[config.mk]
export PLATFORM = sky130hd
export DESIGN_NAME = win_xlate
export DESIGN_NICKNAME = d
export VERILOG_FILES = /design/src/rtl/win_pkg.sv /design/src/rtl/win_regs.sv /design/src/rtl/win_match.sv /design/src/rtl/win_xlate.sv
export SDC_FILE = /design/constraint.sdc
export NUM_CORES = 1
export LEC_CHECK = 0
export BUFFER_PORTS_ARGS = -buffer_cell sky130_fd_sc_hd__buf_2
export CORE_ASPECT_RATIO = 0.5
export CORE_MARGIN = 1
export CORE_UTILIZATION = 45
export DETAILED_ROUTE_END_ITERATION = 16
export PLACE_DENSITY = 0.75
export SLEW_MARGIN = 0
export SYNTH_ARGS = -nofsm -noshare
export SYNTH_HDL_FRONTEND = slang
export SYNTH_SLANG_ARGS = --single-unit
[constraint.sdc]
create_clock -name clk -period 2.54 [get_ports clk]
set_clock_uncertainty 0.15 [all_clocks]
set_input_delay 0.381 -clock clk [delete_from_list [all_inputs] [get_ports clk]]
set_output_delay 0.381 -clock clk [all_outputs]
set_load 0.05 [all_outputs]
[src/rtl/win_pkg.sv]
package win_pkg;
    typedef enum logic [1:0] {
        SEL_ENABLE = 2'd0,
        SEL_BASE   = 2'd1,
        SEL_MASK   = 2'd2,
        SEL_STATUS = 2'd3
    } reg_sel_e;

    localparam int STAT_MISS_IDX = 0;
    localparam int STAT_OFF_IDX  = 1;
    localparam int STAT_COUNT    = 2;
endpackage

[src/rtl/win_regs.sv]
module win_regs
    import win_pkg::*;
#(
    parameter int AW        = 32,
    parameter int ENA_A_BIT = 8,
    parameter int ENA_B_BIT = 10,
    parameter int MODE_BIT  = 17
) (
    input  logic                  clk,
    input  logic                  rst_n,
    input  logic                  wr,
    input  reg_sel_e              sel,
    input  logic [AW-1:0]         wdata,
    input  logic [STAT_COUNT-1:0] stat_set,
    output logic [AW-1:0]         rdata,
    output logic [AW-1:0]         base,
    output logic [AW-1:0]         mask,
    output logic                  win_en,
    output logic                  fw_mode
);
    logic                  ena_a_q, ena_b_q;
    logic [AW-1:0]         base_q, mask_q;
    logic [STAT_COUNT-1:0] stat_q;
    logic                  mode_q;
    logic [STAT_COUNT-1:0] stat_clr;

    assign stat_clr = (wr && sel == SEL_STATUS) ? wdata[STAT_COUNT-1:0] : '0;

    always_ff @(posedge clk or negedge rst_n) begin
        if (!rst_n) begin
            ena_a_q <= 1'b0;
            ena_b_q <= 1'b0;
            base_q  <= '0;
            mask_q  <= '0;
            mode_q  <= 1'b0;
        end else if (wr) begin
            unique case (sel)
                SEL_ENABLE: begin
                    ena_a_q <= wdata[ENA_A_BIT];
                    ena_b_q <= wdata[ENA_B_BIT];
                end
                SEL_BASE:   base_q <= wdata;
                SEL_MASK:   mask_q <= wdata;
                SEL_STATUS: if (wdata[MODE_BIT]) mode_q <= 1'b1;
            endcase
        end
    end

    // Per-flag sticky status: an event set wins over a concurrent clear
    for (genvar g = 0; g < STAT_COUNT; g++) begin : g_stat
        always_ff @(posedge clk or negedge rst_n) begin
            if (!rst_n)
                stat_q[g] <= 1'b0;
            else if (stat_set[g])
                stat_q[g] <= 1'b1;
            else if (stat_clr[g])
                stat_q[g] <= 1'b0;
        end
    end

    always_comb begin
        rdata = '0;
        unique case (sel)
            SEL_ENABLE: begin
                rdata[ENA_A_BIT] = ena_a_q;
                rdata[ENA_B_BIT] = ena_b_q;
            end
            SEL_BASE:   rdata = base_q;
            SEL_MASK:   rdata = mask_q;
            SEL_STATUS: begin
                rdata[STAT_COUNT-1:0] = stat_q;
                rdata[MODE_BIT]       = mode_q;
            end
        endcase
    end

    assign base    = base_q;
    assign mask    = mask_q;
    assign win_en  = ena_a_q & ena_b_q;
    assign fw_mode = mode_q;


    stat_clear_chk: assert property (@(posedge clk) disable iff (!rst_n)
        $fell(stat_q[STAT_MISS_IDX]) |->
            $past(wr && sel == SEL_STATUS && wdata[STAT_MISS_IDX]));

    mode_sticky_chk: assert property (@(posedge clk) disable iff (!rst_n)
        !$fell(mode_q));

    set_wins_chk: assert property (@(posedge clk) disable iff (!rst_n)
        stat_set[STAT_MISS_IDX] |=> stat_q[STAT_MISS_IDX]);
endmodule

[src/rtl/win_match.sv]
module win_match #(
    parameter int AW = 32,
    parameter int HW = AW / 2
) (
    input  logic [AW-1:0] host_addr,
    input  logic [AW-1:0] base,
    input  logic [AW-1:0] mask,
    input  logic          enable,
    output logic          hit,
    output logic [AW-1:0] xaddr
);
    logic [HW-1:0] host_hi, base_loc, base_host, keep_m, subst_m;

    assign host_hi   = host_addr[AW-1:HW];
    assign base_loc  = base[AW-1:HW];
    assign base_host = base[HW-1:0];
    assign subst_m   = mask[AW-1:HW];
    assign keep_m    = mask[HW-1:0];

    assign hit   = enable && ((host_hi & ~keep_m) == (base_host & ~keep_m));
    assign xaddr = {(base_loc & subst_m) | (host_hi & keep_m), host_addr[HW-1:0]};
endmodule

[src/rtl/win_xlate.sv]
module win_xlate
    import win_pkg::*;
#(
    parameter int AW        = 32,
    parameter int ENA_A_BIT = 8,
    parameter int ENA_B_BIT = 10,
    parameter int MODE_BIT  = 17
) (
    input  logic          clk,
    input  logic          rst_n,
    input  logic          reg_wr,
    input  logic [1:0]    reg_sel,
    input  logic [AW-1:0] reg_wdata,
    output logic [AW-1:0] reg_rdata,
    input  logic          req_valid,
    input  logic [AW-1:0] req_addr,
    output logic          xl_hit,
    output logic          xl_miss,
    output logic [AW-1:0] xl_addr,
    output logic          fw_mode
);
    localparam int HW = AW / 2;

    logic [AW-1:0]         base, mask, xaddr_c;
    logic                  win_en, hit_c;
    logic [STAT_COUNT-1:0] stat_set;
    logic                  hit_q, miss_q;
    logic [AW-1:0]         addr_q;

    assign stat_set[STAT_MISS_IDX] = req_valid && !hit_c;
    assign stat_set[STAT_OFF_IDX]  = req_valid && !win_en;

    win_regs #(.AW(AW), .ENA_A_BIT(ENA_A_BIT), .ENA_B_BIT(ENA_B_BIT),
               .MODE_BIT(MODE_BIT)) u_regs (
        .clk(clk), .rst_n(rst_n), .wr(reg_wr), .sel(reg_sel_e'(reg_sel)),
        .wdata(reg_wdata), .stat_set(stat_set), .rdata(reg_rdata),
        .base(base), .mask(mask), .win_en(win_en), .fw_mode(fw_mode)
    );

    win_match #(.AW(AW), .HW(HW)) u_match (
        .host_addr(req_addr), .base(base), .mask(mask), .enable(win_en),
        .hit(hit_c), .xaddr(xaddr_c)
    );

    always_ff @(posedge clk or negedge rst_n) begin
        if (!rst_n) begin
            hit_q  <= 1'b0;
            miss_q <= 1'b0;
            addr_q <= '0;
        end else begin
            hit_q  <= req_valid && hit_c;
            miss_q <= req_valid && !hit_c;
            addr_q <= (req_valid && hit_c) ? xaddr_c : '0;
        end
    end

    assign xl_hit  = hit_q;
    assign xl_miss = miss_q;
    assign xl_addr = addr_q;


    answer_chk: assert property (@(posedge clk) disable iff (!rst_n)
        req_valid |=> (xl_hit || xl_miss));

    idle_chk: assert property (@(posedge clk) disable iff (!rst_n)
        !req_valid |=> (!xl_hit && !xl_miss));

    miss_addr_chk: assert property (@(posedge clk) disable iff (!rst_n)
        xl_miss |-> xl_addr == '0);

    low_pass_chk: assert property (@(posedge clk) disable iff (!rst_n)
        xl_hit |-> xl_addr[HW-1:0] == $past(req_addr[HW-1:0]));

    gate_chk: assert property (@(posedge clk) disable iff (!rst_n)
        (req_valid && !win_en) |=> xl_miss);
endmodule

== After elaboration in Yosys (flattened, before gate mapping) ==
Index checks and enable logic that the tools add are counted.
W data, S select, Z words.

* Add/subtract/negate cells: 0
* $mul: 0
* Divide/modulo/power cells: 0
* Magnitude comparators: 0
* Equality and inequality tests: 4
* Shifts and indexed selects: 0
* Muxes and demuxes: 14
* Bitwise logic cells: 7
* Reductions and logical operators: 14

{| class="wikitable"
|+ Operators with widths
! kind !! count
|-
| $and A16 B16 Y16 || 4
|-
| $mux W32 || 1
|-
| $pmux W14 S2 || 1
|-
| $pmux W6 S2 || 2
|-
| $eq A16 B16 Y1 || 1
|-
| $not A16 Y16 || 1
|-
| $or A16 B16 Y16 || 1
|-
| $pmux W1 S3 || 3
|-
| $pmux W2 S3 || 1
|-
| $reduce_and A2 Y1 || 3
|-
| $logic_and A1 B1 Y1 || 5
|-
| $eq A2 B2 Y1 const B || 2
|-
| $mux W1 || 4
|-
| $reduce_bool A2 Y1 || 2
|-
| $reduce_and A3 Y1 || 1
|-
| $eq A2 B1 Y1 const B || 1
|-
| $logic_not A1 Y1 || 2
|-
| $logic_not A2 Y1 || 1
|-
| $mux W2 || 1
|-
| $pmux W1 S2 || 1
|-
| $and A1 B1 Y1 || 1
|}

* Register bits after elaboration: 103
* Bits in latches: 0
* Bits in writable memories: 0
* Memory bits (read-only): 0
* Input port bits: 70
* Output and inout port bits: 67
* Logic and storage cells: 49
* Memories kept: 0

== Depth between registers and ports, before layout ==
Gate-level depths: netlist of run 1.

* Depth after elaboration: 7
* Depth in mapped cells: 6
* Mapped depth without buffers: 4

== Modules after synthesis ==
A second synthesis of run 1 with hierarchy kept.

* Cells, all modules: 366
* Area total of the unflattened synthesis: 4,710.8 µm²

{| class="wikitable"
|+ By module, submodules not included
! module !! instances !! cells an instance !! area each (µm²)
|-
| win_regs || 1 || 231 || 3,121.7
|-
| win_xlate || 1 || 75 || 1,108.6
|-
| win_match || 1 || 60 || 480.5
|}

== Least setup slack after synthesis of run 1 ==
OpenSTA, ideal clock, no wires.

* Kind: input to output
* Start: input port reg_sel[1]
* End: output port reg_rdata[16]
* Arrival time: 1,889 ps
* Setup slack: 120 ps
* Stages: 6
* Cell sequence: inv_1 -> ha_1 -> clkbuf_1 -> clkbuf_1 -> a22oi_1 -> nor2b_1

* Cells in the longest elaborated chain, start to end: 2

{| class="wikitable"
|+ Ends and longest elaborated chain
! element !! line !! text
|-
| from (decl) || win_xlate.sv:12 || <nowiki>input logic [1:0] reg_sel,</nowiki>
|-
| $eq A2 B2 Y1 or $eq A2 B1 Y1 (tied branches) || win_regs.sv:63 || <nowiki>unique case (sel)</nowiki>
|-
| $pmux W6 S2 * || win_regs.sv:63 ||
|-
| to (decl) || win_xlate.sv:14 || <nowiki>output logic [AW-1:0] reg_rdata,</nowiki>
|}

Every way passes the cells marked *; elsewhere a longest branch is shown, timed or not.

== Final worst setup path of run 1 ==
* Start: input port reg_sel[0]
* End: output port reg_rdata[21]

* Cells in the longest elaborated chain, start to end: 2

{| class="wikitable"
|+ Ends and longest elaborated chain
! element !! line
|-
| $eq A2 B2 Y1 or $eq A2 B1 Y1 (tied branches) || win_regs.sv:63
|-
| $pmux W14 S2 * || win_regs.sv:63
|}

Marks and branches as above.

==> results of run 1 <==
==> report_power, final <==
group          leakage, nW  internal [mW]  switching (mW)  total [mW]
logic                 1.43          0.435           0.618        1.05
registers             1.28           1.84           0.194        2.04
clock network        0.147          0.845           0.610        1.46
==> critical path, stage by stage <==
cell and delay, ns:
buf_2 0.11, inv_1 0.07, ha_1 0.52, buf_4 0.24, nor2b_1 0.16, buf_2 0.27
==> final cells by class <==
type | count | area (um^2) | share of cell area
Inverter | 23 | 86.3 | 0.0141
Clock inverter | 4 | 52.6 | 0.00858
Clock buffer | 12 | 267 | 0.0435
Sequential cell | 103 | 2580 | 0.421
Tap cell | 140 | 175 | 0.0286
Timing Repair Buffer | 151 | 861 | 0.140
Multi-Input combinational cell | 232 | 2110 | 0.344
==> cell usage in the layout, fill, tap and decap left out, types with 2 or more instances in the layout <==
cell type   instances
nor4_1              4
buf_4              10
clkbuf_8            3
nand3_1             2
a22oi_1            43
xor2_1              4
a222oi_1            6
ha_1                6
o22ai_1             9
o22a_1              2
nor2b_1            27
mux2_2             66
nor2_1              6
a21oi_1             2
dfrtp_1           103
clkbuf_16           9
inv_1              22
buf_12              5
clkinvlp_4          3
nor4_2             29
nand2_1             5
buf_2             135
xnor2_1            12
==> metrics by stage <==
stage          std cells  area [um^2]  total power, mW   util
2_1_floorplan        384         4900             2.76      -
3_3_place_gp         648         5800             3.09  0.559
3_5_place_dp         648         5800             3.11  0.559
4_1_cts              665         6130             4.56  0.590
5_1_grt              665         6130             4.72  0.590
6_report             665         6130             4.55  0.590
==> worst max-delay path by stage <==
| stage | start | to | slack (ns) | depth (start not counted) |
|---|---|---|---|---|
| floorplan | reg_sel[1] | reg_rdata[16] | 0.12 | 6 |
| global placement | req_addr[30] | xl_addr[25] | 0.26 | 6 |
| detailed placement | req_addr[30] | xl_addr[24] | 0.19 | 6 |
| CTS | reg_sel[0] | reg_rdata[21] | 0.24 | 6 |
| global route | reg_sel[0] | reg_rdata[22] | 0.13 | 6 |
| finish | reg_sel[0] | reg_rdata[21] | 0.25 | 6 |
==> cell families (layout without fill, tap and decap cells) <==
group / count (synthesis) / in the layout
xor gates and xnor gates: 16 / 16
muxes: 66 / 66
DFF: 103 / 103
and+or+nand+nor: 76 / 76
buffers and inverters: 49 / 190
adders and majority gates: 6 / 6
AOI/OAI and AO/OA: 68 / 68
==> routing by layer <==
metal	GRT usage	vias up	wire length [um]
li1	-	1680	-
met2	0.355	131	5630
met1	0.308	1833	5620
met4	0.0544	0	82
met5	0	-	0
met3	0.0443	7	666
==> state kept, by name (all words and copies together), names as in the netlist <==
name            cells
u_regs.base        32
u_regs.mask        32
xl_addr            32
u_regs.stat_q       2
u_regs.ena_a_q      1
u_regs.ena_b_q      1
u_regs.fw_mode      1
xl_hit              1
xl_miss             1
==> impl_metrics.yaml, run 1 <==
cts:
  cts_sinks: 103
  worstSkewPairLatency_ns: 0.35
  cts_buffers: 9
  clock_path_buffers: 2
  cts_setup_buffers: 0
  ctsRootBufferMaster: "clkbuf_16"
  cts_tree: "done"
  cts_resized: 0
  htree_levels: 3
  clkTransAtPathRegs_ns: 0.06
  holdBufCountCts: 1
placement:
  gp_congestion: 0.801
  pre_cts_slack_ns: 0.187
  hpwlAfterDp_um: 8510
  portBuffers: 136
finish:
  fillers: 887
  drive_above_1_share: 0.503
  antenna_cells: 0
  nets: 596
  area_growth_pct: 25.1
timing:
  max_freq_mhz: 436
  fin_tns_setup_ns: 0
  hold_ws_ns: 0.120
  maxSlewViolCount: 0
  slew_headroom: 0.554
  hold_viol: 0
  rsz0062_at_grt: "false"
  layout_setup_ws_ns: 0.248
  fin_crit_sh: 0.902
  period_needed_ns: 2.29
  tightest_slew_ns: 0.653
  setup_viol: 0
synthesis:
  avgSynthCellArea_um2: 12.8
  synth_xor_area_frac: 0.0286
  synth_nets: 460
  ys_warn_count: 0
  yosysUniqueCellTypes: 32
  synth_edf_count: 0
  synth-compound-area-share: 0.105
  synth-seq-cells: 103
  async_reset_ff_frac: 1.00
  synth_fa_ha_area_frac: 0.0153
  synth_most_common_cell: "dfrtp_1"
  synthFlopType: "dfrtp_1"
  synthesis.instances: 384
  synth_top_family_by_area: "multiplexers"
  synth_top_cell_area_share: 0.526
  yosys-top-cells-area: "dfrtp_1 53%, mux2_2 15%, nor4_2 7.4%"
  yosys.area_share.simple: 0.129
  synthTopCellsByCount: "103 x dfrtp_1, 66 x mux2_2, 43 x a22oi_1, 29 x nor4_2, 27 x nor2b_1"
  synthMuxAreaShare: 0.152
  synth_largest_area_cell: "dfrtp_1"
  syn-cell-area_um2: 4900
  ys_seq_area_frac: 0.526
grt:
  overflow: 0
  grt_max_degree: 41
  grt_pass1_wl_um: 18600
  grt_pass1_vias: 3626
  grt_antenna_before_repair: 0
  grt_usage: 0.220
floorplan:
  die_w_um: 150
  start_util: 0.472
  die_h_um: 75.8
  io_pins: 137
  core-area_um2: 10400
  die_area_um2: 11300
  rows: 26
hold_path:
  hold_path_depth: 3
  hp-class: "in2reg"
  hp-start: "req_addr[2]"
  whs_endpoint: "xl_addr[2]"
route:
  drt_iter0_drc: 278
  dr.pass1.iters: 5
  via_count: 3651
  via_per_inst: 5.49
  wl_per_cell_um: 18.1
  antenna_left: 0
  post-route-drc-count: 0
  wl_um: 12000
worst_setup_path:
  cp_max_fo: 12
  r2r_end: "xl_addr[17]"
  setup.worst_path.end_class: "output port"
  start_kind: "input port"
  regToRegSetupSlack_ns: 0.28
  arrival_ns: 1.76
  reg2reg_from: "u_regs.base[14]"
  reg2regPathDepth: 5
  critPathKind: "in2out"
  worst_ep_required_time_ns: 2.01
run_status:
  status: "finished clean"
power:
  peakVddDrop_uv: 335
  power_leakage_nw: 2.86
  p_per_area_nw_per_um2: 742
run:
  cap_violations: 0
No activity file was read; power rests on OpenSTA's default activity.
==> inputs of run 2 (changes only) <==
- CORE_ASPECT_RATIO: 0.5 -> 1.25
- SLEW_MARGIN: 0 -> unset
==> run 2 against run 1 <==
Wire length rose by 4.5%. Worst setup slack got worse by 0.087 ns. First-iteration DRC count fell by 18%. Sequential power barely moved. Largest cell class unchanged. Critical endpoint is now xl_addr[26]. Critical path type is now reg2reg. Design area rose by 0.47%. Register-to-register slack got worse by 0.12 ns.
==> impl_metrics.yaml, run 2 (same netlist as run 1, synthesis figures left out) <==
route:
  via_per_inst: 5.67
  via_count: 3728
  wl_per_cell_um: 19.1
  wl_um: 12500
  dr.pass1.iters: 4
  drt_iter0_drc: 229
  post-route-drc-count: 0
  antenna_left: 0
cts:
  ctsRootBufferMaster: "clkbuf_16"
  cts_setup_buffers: 0
  htree_levels: 3
  clkTransAtPathRegs_ns: 0.07
  cts_sinks: 103
  clock_path_buffers: 2
  cts_tree: "done"
  cts_buffers: 9
  worstSkewPairLatency_ns: 0.35
  cts_resized: 0
timing:
  rsz0062_at_grt: "false"
  hold_viol: 0
  period_needed_ns: 2.38
  maxSlewViolCount: 0
  tightest_slew_ns: 0.572
  max_freq_mhz: 420
  layout_setup_ws_ns: 0.162
  slew_headroom: 0.609
  fin_tns_setup_ns: 0
  setup_viol: 0
  fin_crit_sh: 0.936
  hold_ws_ns: 0.108
floorplan:
  io_pins: 137
  core-area_um2: 10600
  die_area_um2: 11300
  die_h_um: 119
  start_util: 0.461
  die_w_um: 95.3
  rows: 42
worst_setup_path:
  r2r_end: "xl_addr[26]"
  critPathKind: "reg2reg"
  worst_ep_required_time_ns: 2.63
  cp_max_fo: 33
  arrival_ns: 2.47
  worst_path_largest_cell_delay_ns: 0.70
  cp_slowest_cell: "or4_2"
  cpLargestDelayFamily: "simple AND/OR/NAND/NOR gates"
  regToRegSetupSlack_ns: 0.16
  critPathLaunch: "u_regs.base[7]"
  endpoint: "xl_addr[26]"
  cp_num_buf_inv: 1
  reg2regPathDepth: 5
  start_kind: "flip-flop"
  path_depth: 5
  reg2reg_from: "u_regs.base[7]"
  setup.worst_path.end_class: "flip-flop"
  worstPathCellList: "xnor2_1, o22ai_1, or4_2, buf_12, nor4_2"
finish:
  final_cell_mix: "135 x buf_2, 103 x dfrtp_1, 66 x mux2_2, 43 x a22oi_1, 29 x nor4_2"
  area_growth_pct: 25.7
  nets: 596
  drive_above_1_share: 0.503
  instances_no_fill: 657
  antenna_cells: 0
  final_area_um2: 6160
  final_common_cell: "buf_2"
grt:
  grt_pass1_wl_um: 19800
  grt_antenna_before_repair: 0
  grt_max_degree: 48
  overflow: 0
  grt_usage: 0.233
  grt_pass1_vias: 3911
placement:
  pre_cts_slack_ns: 0.104
  gp_congestion: 0.814
  portBuffers: 136
  placed_area_um2: 5810
  dp.cells: 640
  hpwlAfterDp_um: 8760
run_status:
  status: "finished clean"
power:
  power_leakage_nw: 2.88
  peakVddDrop_uv: 441
  p_per_area_nw_per_um2: 751
hold_path:
  hp-class: "in2reg"
run:
  cap_violations: 0
==> run 2: changes by cell type in the layout (fill, tap and decap cells not counted), sizes merged <==
| cell | change |
|---|---|
| clkinv | +1 |
| clkinvlp | -1 |
| bufinv | +1 |
| clkbuf | -1 |
==> run 2: how the worst min path moves through the flow <==
stage                      start              to  cells past startpoint
global placement           rst_n      xl_addr[4]                      1
CTS                  req_addr[2]      xl_addr[2]                      3
floorplan                  rst_n  u_regs.base[0]                      0
global route        req_addr[13]     xl_addr[13]                      3
finish               req_addr[2]      xl_addr[2]                      3
detailed placement         rst_n      xl_addr[3]                      1
==> run 2: tightest hold or removal path, cell delays in order <==
cell and delay (ns):
buf_2 0.09, inv_1 0.05, nor4_2 0.04
==> run 2: through the flow <==
stage                     power, mW   util
after detailed placement       3.13  0.548
after CTS                      4.65  0.580
after global placement         3.09  0.548
after floorplan                2.76      -
after global routing           4.80  0.580
final                          4.62  0.580
==> run 2: power breakdown <==
| group | internal, mW | switching [mW] |
|---|---|---|
| sequential | 1.85 | 0.200 |
| combinational | 0.446 | 0.618 |
| clock | 0.915 | 0.599 |
==> run 2: cell type report <==
class / count / area (um^2)
flip-flops and latches: 103 / 2580
clock buffers: 11 / 253
fillers: 908 / 4460
multi-input cells: 232 / 2110
inverters: 23 / 86.3
repair buffers: 151 / 886
well taps: 132 / 165
clock inverters: 5 / 80.1
==> run 2: layer usage <==
metal  wire, um  track usage
met5          0            0
met4        278        0.117
met3        841       0.0393
met2       6470        0.386
met1       4950        0.287
==> run 2: timing repair <==
| action | 4_1_cts | 5_1_grt |
|---|---|---|
| hold buffers | 1 | 0 |
| setup endpoints to repair | 0 | 0 |
| endpoints found under the hold margin | 29 | 0 |
==> inputs of run 3 (changes only) <==
- clock period: 2.54 -> 3.05 ns (I/O delays scaled with it)
==> run 3 against run 2 <==
Critical path depth rose by 2. Critical path type is now in2out. Largest cell class unchanged. Register-to-register slack improved by 0.56 ns. Clock power fell by 23%. Via count fell by 1.2%. Final cell count fell by 0.46%.
==> impl_metrics.yaml, run 3 (same netlist as run 1, synthesis figures left out) <==
cts:
  clock_path_buffers: 2
  cts_setup_buffers: 0
  worstSkewPairLatency_ns: 0.35
  cts_tree: "done"
  clkTransAtPathRegs_ns: 0.07
  cts_sinks: 103
  cts_buffers: 9
  htree_levels: 3
  ctsRootBufferMaster: "clkbuf_16"
finish:
  antenna_cells: 0
  drive_above_1_share: 0.500
  final_cell_mix: "135 x buf_2, 103 x dfrtp_1, 66 x mux2_2, 43 x a22oi_1, 29 x nor4_2"
  final_common_cell: "buf_2"
  sequential_cell_area_um2: 2580
  area_growth_pct: 23.5
  final_area_um2: 6050
  fillers: 914
  nets: 593
  finish.utilization: 0.570
  multiInputGateArea_um2: 2110
placement:
  gp_congestion: 0.798
  portBuffers: 136
  hpwlAfterDp_um: 8610
  placed_area_um2: 5730
floorplan:
  die_area_um2: 11300
  io_pins: 137
  die_w_um: 95.3
  core-area_um2: 10600
  die_h_um: 119
  start_util: 0.461
  rows: 42
route:
  dr.pass1.iters: 4
  wl_um: 12200
  via_count: 3684
  wl_per_cell_um: 18.7
  post-route-drc-count: 0
  via_per_inst: 5.63
  drt_iter0_drc: 226
  antenna_left: 0
worst_setup_path:
  worst_ep_required_time_ns: 2.44
  arrival_ns: 1.83
  critPathKind: "in2out"
  cp_max_fo: 33
  start_kind: "input port"
  reg2regPathDepth: 5
  setup.worst_path.end_class: "output port"
timing:
  tightest_slew_ns: 0.634
  hold_ws_ns: 0.178
  max_freq_mhz: 411
  setup_viol: 0
  fin_tns_setup_ns: 0
  maxSlewViolCount: 0
  fin_crit_sh: 0.798
  rsz0062_at_grt: "false"
  slew_headroom: 0.577
  period_needed_ns: 2.43
  hold_viol: 0
power:
  p_seq_frac: 0.456
  p_int_mw: 2.55
  p_sw_mw: 1.18
  p_total_mw: 3.73
  p_per_area_nw_per_um2: 617
  p_sw_frac: 0.317
  clockPowerShare: 0.314
  peakVddDrop_uv: 261
  pwr-share-comb: 0.229
  power_leakage_nw: 2.83
grt:
  grt_usage: 0.230
  grt_antenna_before_repair: 0
  grt_pass1_vias: 3769
  overflow: 0
  grt_pass1_wl_um: 19500
  grt_max_degree: 57
run:
  cap_violations: 0
run_status:
  status: "finished clean"
hold_path:
  hp-class: "in2reg"
  hold_path_depth: 3
==> run 3: changes by cell type in the layout (fill, tap and decap cells not counted), sizes merged <==
cell / delta
bufinv: -1
clkinvlp: +1
clkinv: +1
clkbuf: -1
buf: -3
==> run 3: routing by layer <==
| metal | routed length (um) | track usage | part of all wire | vias to the layer above |
|---|---|---|---|---|
| met1 | 5000 | 0.287 | 0.41 | 1869 |
| met5 | 0 | 0 | 0 | - |
| met4 | 202 | 0.0748 | 0.017 | 0 |
| met3 | 689 | 0.0476 | 0.056 | 19 |
| met2 | 6310 | 0.389 | 0.52 | 122 |
| li1 | - | - | - | 1674 |
==> run 3: timing repair <==
item,in CTS,in global routing
hold buffers,1,0
gates resized for setup,0,0
endpoints found under the hold margin,11,0
==> run 3: cell type report <==
type | instances | share of cell area
Clock buffer | 10 | 0.0395
Timing Repair Buffer | 148 | 0.132
Inverter | 23 | 0.0143
Multi-Input combinational cell | 232 | 0.349
Clock inverter | 6 | 0.0116
Sequential cell | 103 | 0.426
Tap cell | 132 | 0.0273
==> run 3: worst paths after layout <==
path / startpoint / to / slack [ns]
hold / removal: req_addr[1] / xl_addr[1] / 0.18
setup / recovery: reg_sel[1] / reg_rdata[5] / 0.62
setup reg to reg: u_regs.base[7] / xl_addr[16] / 0.72
hold reg to reg: u_regs.fw_mode / u_regs.fw_mode / 0.35
min in group asynchronous: rst_n / xl_addr[5] / 0.52
max in group asynchronous: rst_n / u_regs.mask[21] / 1.49
==> run 3: critical path: stages <==
cell and delay, ns:
buf_2 0.12, inv_1 0.10, ha_1 0.16, buf_4 0.36
a22oi_1 0.16, nor2b_1 0.18, buf_2 0.29
==> run 3: power by group through the flow <==
stage	logic (mW)	registers, mW	clock network (mW)
after global routing	0.923	1.73	1.24
final	0.855	1.70	1.17
after floorplan	0.614	1.68	0
after detailed placement	0.855	1.73	0
after CTS	0.860	1.70	1.18
after global placement	0.835	1.71	0
==> run 3: through the flow <==
step	setup slack (ns)	cells
after floorplan	0.477	384
after global placement	0.635	637
after detailed placement	0.571	637
after CTS	0.622	654
after global routing	0.503	654
final	0.615	654
